==> src/rtl/nand_seq_pkg.sv <==
package nand_seq_pkg;
    localparam int FIELD_W = 8;
    localparam int CNT_W   = FIELD_W + 1;
    localparam logic [4*FIELD_W-1:0] TIMING_RST = 32'hFCFC_FCFC;

    typedef enum logic [2:0] {
        ST_IDLE,
        ST_SETUP,
        ST_CMD,
        ST_STRETCH,
        ST_HOLD
    } phase_e;

    // Packed order puts the first member at the top bits.
    typedef struct packed {
        logic [FIELD_W-1:0] release_cnt;
        logic [FIELD_W-1:0] hold_cnt;
        logic [FIELD_W-1:0] cmd_cnt;
        logic [FIELD_W-1:0] setup_cnt;
    } timing_t;
endpackage

==> src/rtl/nand_wait_sync.sv <==
module nand_wait_sync #(
    parameter int STAGES = 2
) (
    input  logic clk,
    input  logic rst_n,
    input  logic async_i,
    output logic sync_o
);
    logic [STAGES-1:0] chain_q;

    generate
        if (STAGES == 1) begin : g_single
            always_ff @(posedge clk or negedge rst_n) begin
                if (!rst_n) chain_q <= '1;
                else        chain_q <= async_i;
            end
        end else begin : g_multi
            always_ff @(posedge clk or negedge rst_n) begin
                if (!rst_n) chain_q <= '1;
                else        chain_q <= {chain_q[STAGES-2:0], async_i};
            end
        end
    endgenerate

    assign sync_o = chain_q[STAGES-1];
endmodule

==> src/rtl/nand_phase_cnt.sv <==
module nand_phase_cnt #(
    parameter int W = 9
) (
    input  logic         clk,
    input  logic         rst_n,
    input  logic         clr_i,
    output logic [W-1:0] cnt_o
);
    localparam logic [W-1:0] CNT_MAX = '1;

    always_ff @(posedge clk or negedge rst_n) begin
        if (!rst_n)                  cnt_o <= '0;
        else if (clr_i)              cnt_o <= '0;
        else if (cnt_o != CNT_MAX)   cnt_o <= cnt_o + 1'b1;
    end

    AST_CNT_RESTART: assert property (@(posedge clk) disable iff (!rst_n)
        clr_i |=> (cnt_o == '0));
endmodule

==> src/rtl/nand_hiz_win.sv <==
module nand_hiz_win #(
    parameter int W = 8
) (
    input  logic         clk,
    input  logic         rst_n,
    input  logic         launch_i,
    input  logic         busy_i,
    input  logic [W-1:0] limit_i,
    output logic         open_o
);
    localparam int EW = W + 1;
    localparam logic [EW-1:0] EL_MAX = '1;

    logic [EW-1:0] elapsed_q;

    always_ff @(posedge clk or negedge rst_n) begin
        if (!rst_n)                                elapsed_q <= '0;
        else if (launch_i)                         elapsed_q <= '0;
        else if (busy_i && elapsed_q != EL_MAX)    elapsed_q <= elapsed_q + 1'b1;
    end

    assign open_o = busy_i && (elapsed_q >= {1'b0, limit_i});

    AST_WINDOW_STAYS_OPEN: assert property (@(posedge clk) disable iff (!rst_n)
        (open_o && busy_i) |=> (open_o || !busy_i));
endmodule

==> src/rtl/nand_phase_fsm.sv <==
module nand_phase_fsm
    import nand_seq_pkg::*;
(
    input  logic             clk,
    input  logic             rst_n,
    input  logic             start_i,
    input  logic             is_write_i,
    input  timing_t          timing_i,
    input  logic             wait_s_i,
    input  logic [CNT_W-1:0] cnt_i,
    input  logic             hiz_open_i,
    output logic             cnt_clr_o,
    output logic             launch_o,
    output logic             busy_o,
    output logic [FIELD_W-1:0] release_o,
    output logic             we_n_o,
    output logic             re_n_o,
    output logic             addr_valid_o,
    output logic             data_drive_o,
    output logic             done_o
);
    phase_e  state_q, state_d;
    timing_t cfg_q;
    logic    wr_q;

    logic [CNT_W-1:0] setup_last, cmd_last, hold_last;
    logic             setup_end, cmd_end, hold_end;

    assign setup_last = {1'b0, cfg_q.setup_cnt};
    assign cmd_last   = {1'b0, cfg_q.cmd_cnt};
    // Writes hold for H cycles (never fewer than one), reads for H+1.
    assign hold_last  = wr_q ? ((cfg_q.hold_cnt == '0) ? '0 : {1'b0, cfg_q.hold_cnt} - 1'b1)
                             : {1'b0, cfg_q.hold_cnt};

    assign setup_end = (cnt_i == setup_last);
    assign cmd_end   = (cnt_i == cmd_last);
    assign hold_end  = (cnt_i == hold_last);

    assign launch_o  = (state_q == ST_IDLE) && start_i;
    assign busy_o    = (state_q != ST_IDLE);
    assign release_o = cfg_q.release_cnt;

    // Next-state logic
    always_comb begin
        state_d = state_q;
        unique case (state_q)
            ST_IDLE:    if (start_i)   state_d = ST_SETUP;
            ST_SETUP:   if (setup_end) state_d = ST_CMD;
            ST_CMD:     if (cmd_end)   state_d = wait_s_i ? ST_HOLD : ST_STRETCH;
            ST_STRETCH: if (wait_s_i)  state_d = ST_HOLD;
            ST_HOLD:    if (hold_end)  state_d = ST_IDLE;
            default:                   state_d = ST_IDLE;
        endcase
    end

    assign cnt_clr_o = (state_d != state_q) || (state_q == ST_IDLE);

    // State register
    always_ff @(posedge clk or negedge rst_n) begin
        if (!rst_n) state_q <= ST_IDLE;
        else        state_q <= state_d;
    end

    // Access parameters captured at start-accept
    always_ff @(posedge clk or negedge rst_n) begin
        if (!rst_n) begin
            cfg_q <= timing_t'(TIMING_RST);
            wr_q  <= 1'b0;
        end else if (launch_o) begin
            cfg_q <= timing_i;
            wr_q  <= is_write_i;
        end
    end

    // Output decode
    always_comb begin
        we_n_o       = 1'b1;
        re_n_o       = 1'b1;
        addr_valid_o = 1'b0;
        done_o       = 1'b0;
        unique case (state_q)
            ST_IDLE: ;
            ST_SETUP: addr_valid_o = 1'b1;
            ST_CMD, ST_STRETCH: begin
                addr_valid_o = 1'b1;
                if (wr_q) we_n_o = 1'b0;
                else      re_n_o = 1'b0;
            end
            ST_HOLD: begin
                addr_valid_o = 1'b1;
                done_o       = hold_end;
            end
            default: ;
        endcase
        data_drive_o = wr_q && busy_o && hiz_open_i;
    end

    AST_CFG_FROZEN: assert property (@(posedge clk) disable iff (!rst_n)
        (busy_o && start_i) |=> $stable(cfg_q));
    AST_DONE_THEN_IDLE: assert property (@(posedge clk) disable iff (!rst_n)
        done_o |=> (!addr_valid_o && we_n_o && re_n_o && !done_o));
    AST_STRETCH_WHILE_BUSY: assert property (@(posedge clk) disable iff (!rst_n)
        (state_q == ST_STRETCH && !wait_s_i) |=> (state_q == ST_STRETCH));
    AST_CMD_FROM_SETUP: assert property (@(posedge clk) disable iff (!rst_n)
        (state_q == ST_CMD && $past(state_q) != ST_CMD) |-> ($past(state_q) == ST_SETUP));
    AST_SINGLE_STROBE: assert property (@(posedge clk) disable iff (!rst_n)
        (!we_n_o || !re_n_o) |-> (we_n_o != re_n_o));
    AST_READ_NO_DRIVE: assert property (@(posedge clk) disable iff (!rst_n)
        (busy_o && !wr_q) |-> !data_drive_o);
endmodule

==> src/rtl/nand_phase_seq.sv <==
module nand_phase_seq
    import nand_seq_pkg::*;
#(
    parameter int SYNC_STAGES = 2
) (
    input  logic        clk,
    input  logic        rst_n,
    input  logic        start_i,
    input  logic        is_write_i,
    input  logic [31:0] timing_i,
    input  logic        wait_n_i,
    output logic        we_n_o,
    output logic        re_n_o,
    output logic        addr_valid_o,
    output logic        data_drive_o,
    output logic        done_o
);
    logic               wait_s;
    logic [CNT_W-1:0]   cnt;
    logic               cnt_clr;
    logic               launch;
    logic               busy;
    logic               hiz_open;
    logic [FIELD_W-1:0] release_cnt;

    nand_wait_sync #(.STAGES(SYNC_STAGES)) u_sync (
        .clk     (clk),
        .rst_n   (rst_n),
        .async_i (wait_n_i),
        .sync_o  (wait_s)
    );

    nand_phase_cnt #(.W(CNT_W)) u_cnt (
        .clk   (clk),
        .rst_n (rst_n),
        .clr_i (cnt_clr),
        .cnt_o (cnt)
    );

    nand_hiz_win #(.W(FIELD_W)) u_hiz (
        .clk      (clk),
        .rst_n    (rst_n),
        .launch_i (launch),
        .busy_i   (busy),
        .limit_i  (release_cnt),
        .open_o   (hiz_open)
    );

    nand_phase_fsm u_fsm (
        .clk          (clk),
        .rst_n        (rst_n),
        .start_i      (start_i),
        .is_write_i   (is_write_i),
        .timing_i     (timing_t'(timing_i)),
        .wait_s_i     (wait_s),
        .cnt_i        (cnt),
        .hiz_open_i   (hiz_open),
        .cnt_clr_o    (cnt_clr),
        .launch_o     (launch),
        .busy_o       (busy),
        .release_o    (release_cnt),
        .we_n_o       (we_n_o),
        .re_n_o       (re_n_o),
        .addr_valid_o (addr_valid_o),
        .data_drive_o (data_drive_o),
        .done_o       (done_o)
    );

    AST_DRIVE_NEEDS_ADDR: assert property (@(posedge clk) disable iff (!rst_n)
        data_drive_o |-> addr_valid_o);
endmodule

==> config.mk <==
export PLATFORM = sky130hd
export DESIGN_NAME = nand_phase_seq
export DESIGN_NICKNAME = d
export VERILOG_FILES = /design/src/rtl/nand_seq_pkg.sv /design/src/rtl/nand_wait_sync.sv /design/src/rtl/nand_phase_cnt.sv /design/src/rtl/nand_hiz_win.sv /design/src/rtl/nand_phase_fsm.sv /design/src/rtl/nand_phase_seq.sv
export SDC_FILE = /design/constraint.sdc
export NUM_CORES = 1
export LEC_CHECK = 0
export CAP_MARGIN = 10
export CORE_UTILIZATION = 30
export CTS_BUF_LIST = sky130_fd_sc_hd__clkbuf_4
export DETAILED_ROUTE_END_ITERATION = 10
export SYNTH_ARGS = -nofsm -noshare
export SYNTH_HDL_FRONTEND = slang
export SYNTH_SLANG_ARGS = --single-unit
==> constraint.sdc <==
create_clock -name clk -period 3.1 [get_ports clk]
set_input_delay 0.62 -clock clk [delete_from_list [all_inputs] [get_ports clk]]
set_output_delay 0.62 -clock clk [all_outputs]
set_load 0.05 [all_outputs]
# == Word level (Yosys, flattened, before mapping) ==
# Index checks and enable logic that the tools add are counted.
# op_classes
n_addsub,3
order_cmp,1
eq_ne,10
n_mux,19
n_reduce_logical,13
# op_table
cell,n
two-way mux 9 bit,6
adder 9 x 1 -> 9 bit (second input constant),2
== test 9 x 8 -> 1 bit,2
two-way mux 3 bit,6
!= test 9 bit (second input constant),2
case mux 3 bit (5 select lines),1
== test 9 bit,1
greater-or-equal comparator 9 x 8 -> 1 bit,1
subtractor 8 x 1 -> 9 bit (second input constant),1
zero test 8 bit,1
== test 3 x 2 -> 1 bit (second input constant),2
two-way mux 1 bit,6
logical AND 1 bit,5
nonzero test 2 bit,2
OR reduction 4 bit,1
== test 3 x 1 -> 1 bit (second input constant),1
== test 3 bit (second input constant),1
zero test 3 bit,1
!= test 3 bit,1
nonzero test 3 bit,1
OR reduction 2 bit,1
logical OR 1 bit,1
# word_totals
regBits,56
out_inout_bits,5

# == Depth between registers and ports, before layout ==
# depth
word_depth,9
mapped_depth,9
mapped_depth_nobuf,9

# == Hierarchy ==
# Synthesis repeated with hierarchy kept, for this count alone.
# hier_totals
hier_cells,316
area_unflattened_um2,3329.4
# modules_own_cells
module,instances,cells_each,area_per_inst_um2,seq_area_each_um2
nand_phase_fsm,1,201,2177.1,930.9
nand_hiz_win,1,70,639.4,225.2
nand_phase_cnt,1,43,460.4,225.2
nand_wait_sync,1,2,52.6,52.6

# == Least setup slack after synthesis ==
# OpenSTA, ideal clock, no wires.
# synth_path
path_type,register -> output
start,"reg u_fsm.cfg_q, in the netlist u_fsm.release_o[2]"
end,out data_drive_o
arrival_ps,3539
slack_ps,-1059
stages_incl_launch_ff,7
n_path_buf,0
cell_sequence,dfstp_2 > inv_1 > ha_1 > nor2b_1 > o21ai_0 > a21o_1 > a2111oi_0
# synth_between
elab_chain_cells,3
# synth_lines
element,line_no,rtl
from (decl),nand_phase_fsm.sv:23,timing_t cfg_q;
from (signal assigned),nand_phase_fsm.sv:67,cfg_q <= timing_t'(TIMING_RST);
from (signal assigned),nand_phase_fsm.sv:70,cfg_q <= timing_i;
greater-or-equal comparator 9 x 8 -> 1 bit,nand_hiz_win.sv:22,"assign open_o = busy_i && (elapsed_q >= {1'b0, limit_i});"
logical AND 1 bit,nand_hiz_win.sv:22,
logical AND 1 bit,nand_phase_fsm.sv:95,data_drive_o = wr_q && busy_o && hiz_open_i;
to (decl),nand_phase_seq.sv:15,"output logic data_drive_o,"
# No other way between the ends.

# == Final worst setup path ==
# layout_path
start,reg u_fsm.cfg_q[17] (netlist name)
end,out done_o
# layout_between
elab_chain_cells,5
elab_cells_between_ends,6
cone_classes,add/sub (1); eq/ne (1); mux (3); reduce/logical (1)
# layout_lines
element,line_no,rtl
subtractor 8 x 1 -> 9 bit or zero test 8 bit (tied branches),nand_phase_fsm.sv:32,"assign hold_last = wr_q ? ((cfg_q.hold_cnt == '0) ? '0 : {1'b0, cfg_q.hold_cnt} - 1'b1)"
two-way mux 9 bit,nand_phase_fsm.sv:32,
two-way mux 9 bit (*),nand_phase_fsm.sv:32,
== test 9 bit (*),nand_phase_fsm.sv:37,assign hold_end = (cnt_i == hold_last);
two-way mux 1 bit (*),nand_phase_fsm.sv:81,unique case (state_q)
to (decl),nand_phase_seq.sv:16,output logic done_o
# Mark *: on every way between the ends. The rest lies on a longest branch, timed or not.

==> out/metrics.yaml <==
status: "finished with violations"
core_um2: 10320
clockBufferDepth: 2
worstMarginPinSlew_ps: 721.5
antenna_found_initial: 0
syn_inst: 312
power_switching_mw: 1.519
instances_no_fill: 497
synth_nets: 362
combPwrFrac_pct: 47.3
synth_most_common_cell: "dfrtp_1"
ant_nets: 0
maxSlewViolCount: 0
power_frac_seq_pct: 41.7
drv_cap: 0
synth-edff-count: 0
path_class: "reg2out"
placed_cells: 481
swShare_pct: 39.75
ys_top_cells_by_count: "dfrtp_1 (30), dfstp_2 (26), mux2_2 (24), nor2_1 (24), nand2_1 (21)"
layout-drive-gt1-share_pct: 26.87
initial_core_util_pct: 30.97
relSlewSlack_pct: 51.90
violations: "negative setup slack"
synth.ff_latch_count: 56
p_leak_nw: 1.622
fin_skew_ps: 22.29
p_int_mw: 2.302
rows: 37
numCtsBuffers: 5
via_per_inst: 4.950
synth_top_cell_area_share_pct: 23.48
drcViolationCount: 0
reg2regPathDepth: 10
finalHoldViolations: 0
async_flop_share_pct: 100.0
vdd_drop_max_uv: 322.4
grt_max_degree: 31
crit_path_end_kind: "output port"
grt_pass1_vias: 2558
avgSynthCellArea_um2: 10.25
diodes: 0
fin_nets: 410
grt_pass1_wl_um: 12160
period_share_pct: 104.4
p_clk_share_pct: 11.0
powerDensity_nw_per_um2: 955.4
hold_buffers: 0
wl_um: 7305
clk_pin_slew_ps: 170
worstPathMaxFanout: 3
vias: 2460
die_x_um: 105.2
max_freq_mhz: 308.8
yosysSeqAreaShare_pct: 44.85
start_kind: "flip-flop"
timing.hold.ws_ps: 149.1
dieArea_um2: 11070
hpwl_um: 5246
post_drt_wl_per_cell_um: 14.70
cts_tree: "yes"
cts_sinks: 56
yosys-top-cells-area: "dfrtp_1 (23%), dfstp_2 (21%), mux2_2 (8.5%)"
required_ps: 2480
power_mw: 3.821
final.setup.tns_ps: -137.9
drt_iter0_markers: 116
drt-pass1-iter-count: 4
rsz0062_at_grt: "yes"
ys_types: 50
h-tree-depth: 2
area_growth_pct: 25.09
overflow: 0
layout_setup_ws_ps: -137.9
numPortBuffers: 41
synth_flop_cell: "dfrtp_1"
fin_crit_ps: 3238
boundaryPins: 42
die_h_um: 105.2
setup_violations: 1
clk_latency_ps: 390
track_usage_pct: 13.90
synth_top_area_cell: "dfrtp_1"
hp-class: "in2async"
ys_warn_count: 0
cts_root_buf: "clkbuf_4"
synth_area_um2: 3197
critPathArrivalTime_ps: 2620
place.gp.congestion: 0.8934
worst paths after layout:
path	start	end	slack, ps
setup / recovery	u_fsm.cfg_q[17]	done_o	-140
hold / removal	rst_n	u_fsm.state_q[0]	150
setup reg to reg	u_fsm.cfg_q[17]	u_cnt.cnt_o[5]	570
hold reg to reg	u_sync.chain_q[0]	u_sync.chain_q[1]	370
max in group asynchronous	rst_n	u_fsm.cfg_q[19]	2240
min in group clk	u_sync.chain_q[0]	u_sync.chain_q[1]	370
flip-flops by register name (all words and copies together) (netlist names):
| signal | cells |
|---|---|
| u_fsm.release_o | 8 |
| u_fsm.state_q | 3 |
| u_hiz.elapsed_q | 9 |
| u_fsm.wr_q | 1 |
| u_cnt.cnt_o | 9 |
| u_sync.chain_q | 2 |
| u_fsm.cfg_q | 24 |
worst max-delay path, cell delays in order (launching register included):
cell and delay, ps:
dfrtp_1 450, inv_2 90, ha_4 150, buf_6 100
nor4bb_4 250, and4b_1 290, o21a_1 140, o2111ai_2 170
nor4_2 280, and2_4 180, buf_12 130
placed cells by master (no fill, tap or decap), types with 2 or more instances in the layout:
cell,count
nor2_1,24
xnor2_1,13
o21a_1,4
or4_1,2
nor3_1,6
a31oi_1,12
a211o_1,2
dfrtp_1,30
dfstp_2,26
nor3_2,3
ha_1,12
inv_1,10
o21ai_0,17
clkbuf_4,6
a22o_1,2
mux2_2,24
or3_1,5
nand3_1,8
nand2_1,21
and3_1,2
clkdlybuf4s50_1,38
nor4_1,4
inv_2,2
nor2b_1,3
buf_4,17
xor2_1,20
mux2i_1,5
nand4_1,4
nand2b_1,6
a21oi_1,3
repair_timing:
item,4_1_cts,5_1_grt
cloned,0,0
resized for setup,9,6
endpoints found under the setup margin,1,1
setup buffers,6,2
pin swaps,4,7
power groups by stage:
| stage | Clock, mW | Sequential [mW] | Combinational (mW) |
|---|---|---|---|
| detailed placement | 0 | 1.59 | 1.62 |
| global placement | 0 | 1.58 | 1.58 |
| finish | 0.422 | 1.59 | 1.81 |
| global route | 0.465 | 1.65 | 2.01 |
| floorplan | 0 | 1.38 | 1.37 |
| CTS | 0.436 | 1.59 | 1.74 |
cells by family after synthesis:
group,after synthesis,synth area share (%)
AND/OR/NAND/NOR,101,16.79
flip-flops,56,44.85
AO/OA/AOI/OAI,51,10.72
XOR/XNOR,33,9.041
buffers and inverters,29,3.483
multiplexers,29,10.02
adder cells (fa/ha/maj),13,5.088
layout make-up:
| cell class | count | area [um2] |
|---|---|---|
| timing repair buffer | 58 | 544.3 |
| fill | 1029 | 6325 |
| sequential | 56 | 1434 |
| clock buffer | 6 | 45.04 |
| multi-input combinational | 227 | 1722 |
| tap | 136 | 170.2 |
| clock inverter | 2 | 38.79 |
| inverter | 12 | 45.04 |
through the flow:
step / utilization [%] / cell area (um2) / worst slack (ps)
2_1_floorplan: - / 3203 / 198.9
3_3_place_gp: 36.70 / 3789 / 187.0
3_5_place_dp: 36.70 / 3789 / 138.7
4_1_cts: 38.36 / 3960 / -105.9
5_1_grt: 38.73 / 3999 / -289.1
6_report: 38.73 / 3999 / -137.9
routing by layer:
layer | vias to the layer above | global-route usage [%] | wire length (um)
met4 | 0 | 5.332 | 164
met2 | 45 | 24.06 | 3624
met1 | 1210 | 17.33 | 3317
li1 | 1191 | - | -
met3 | 14 | 2.165 | 199
met5 | - | 0 | 0
(Power assumes the default switching activity.)
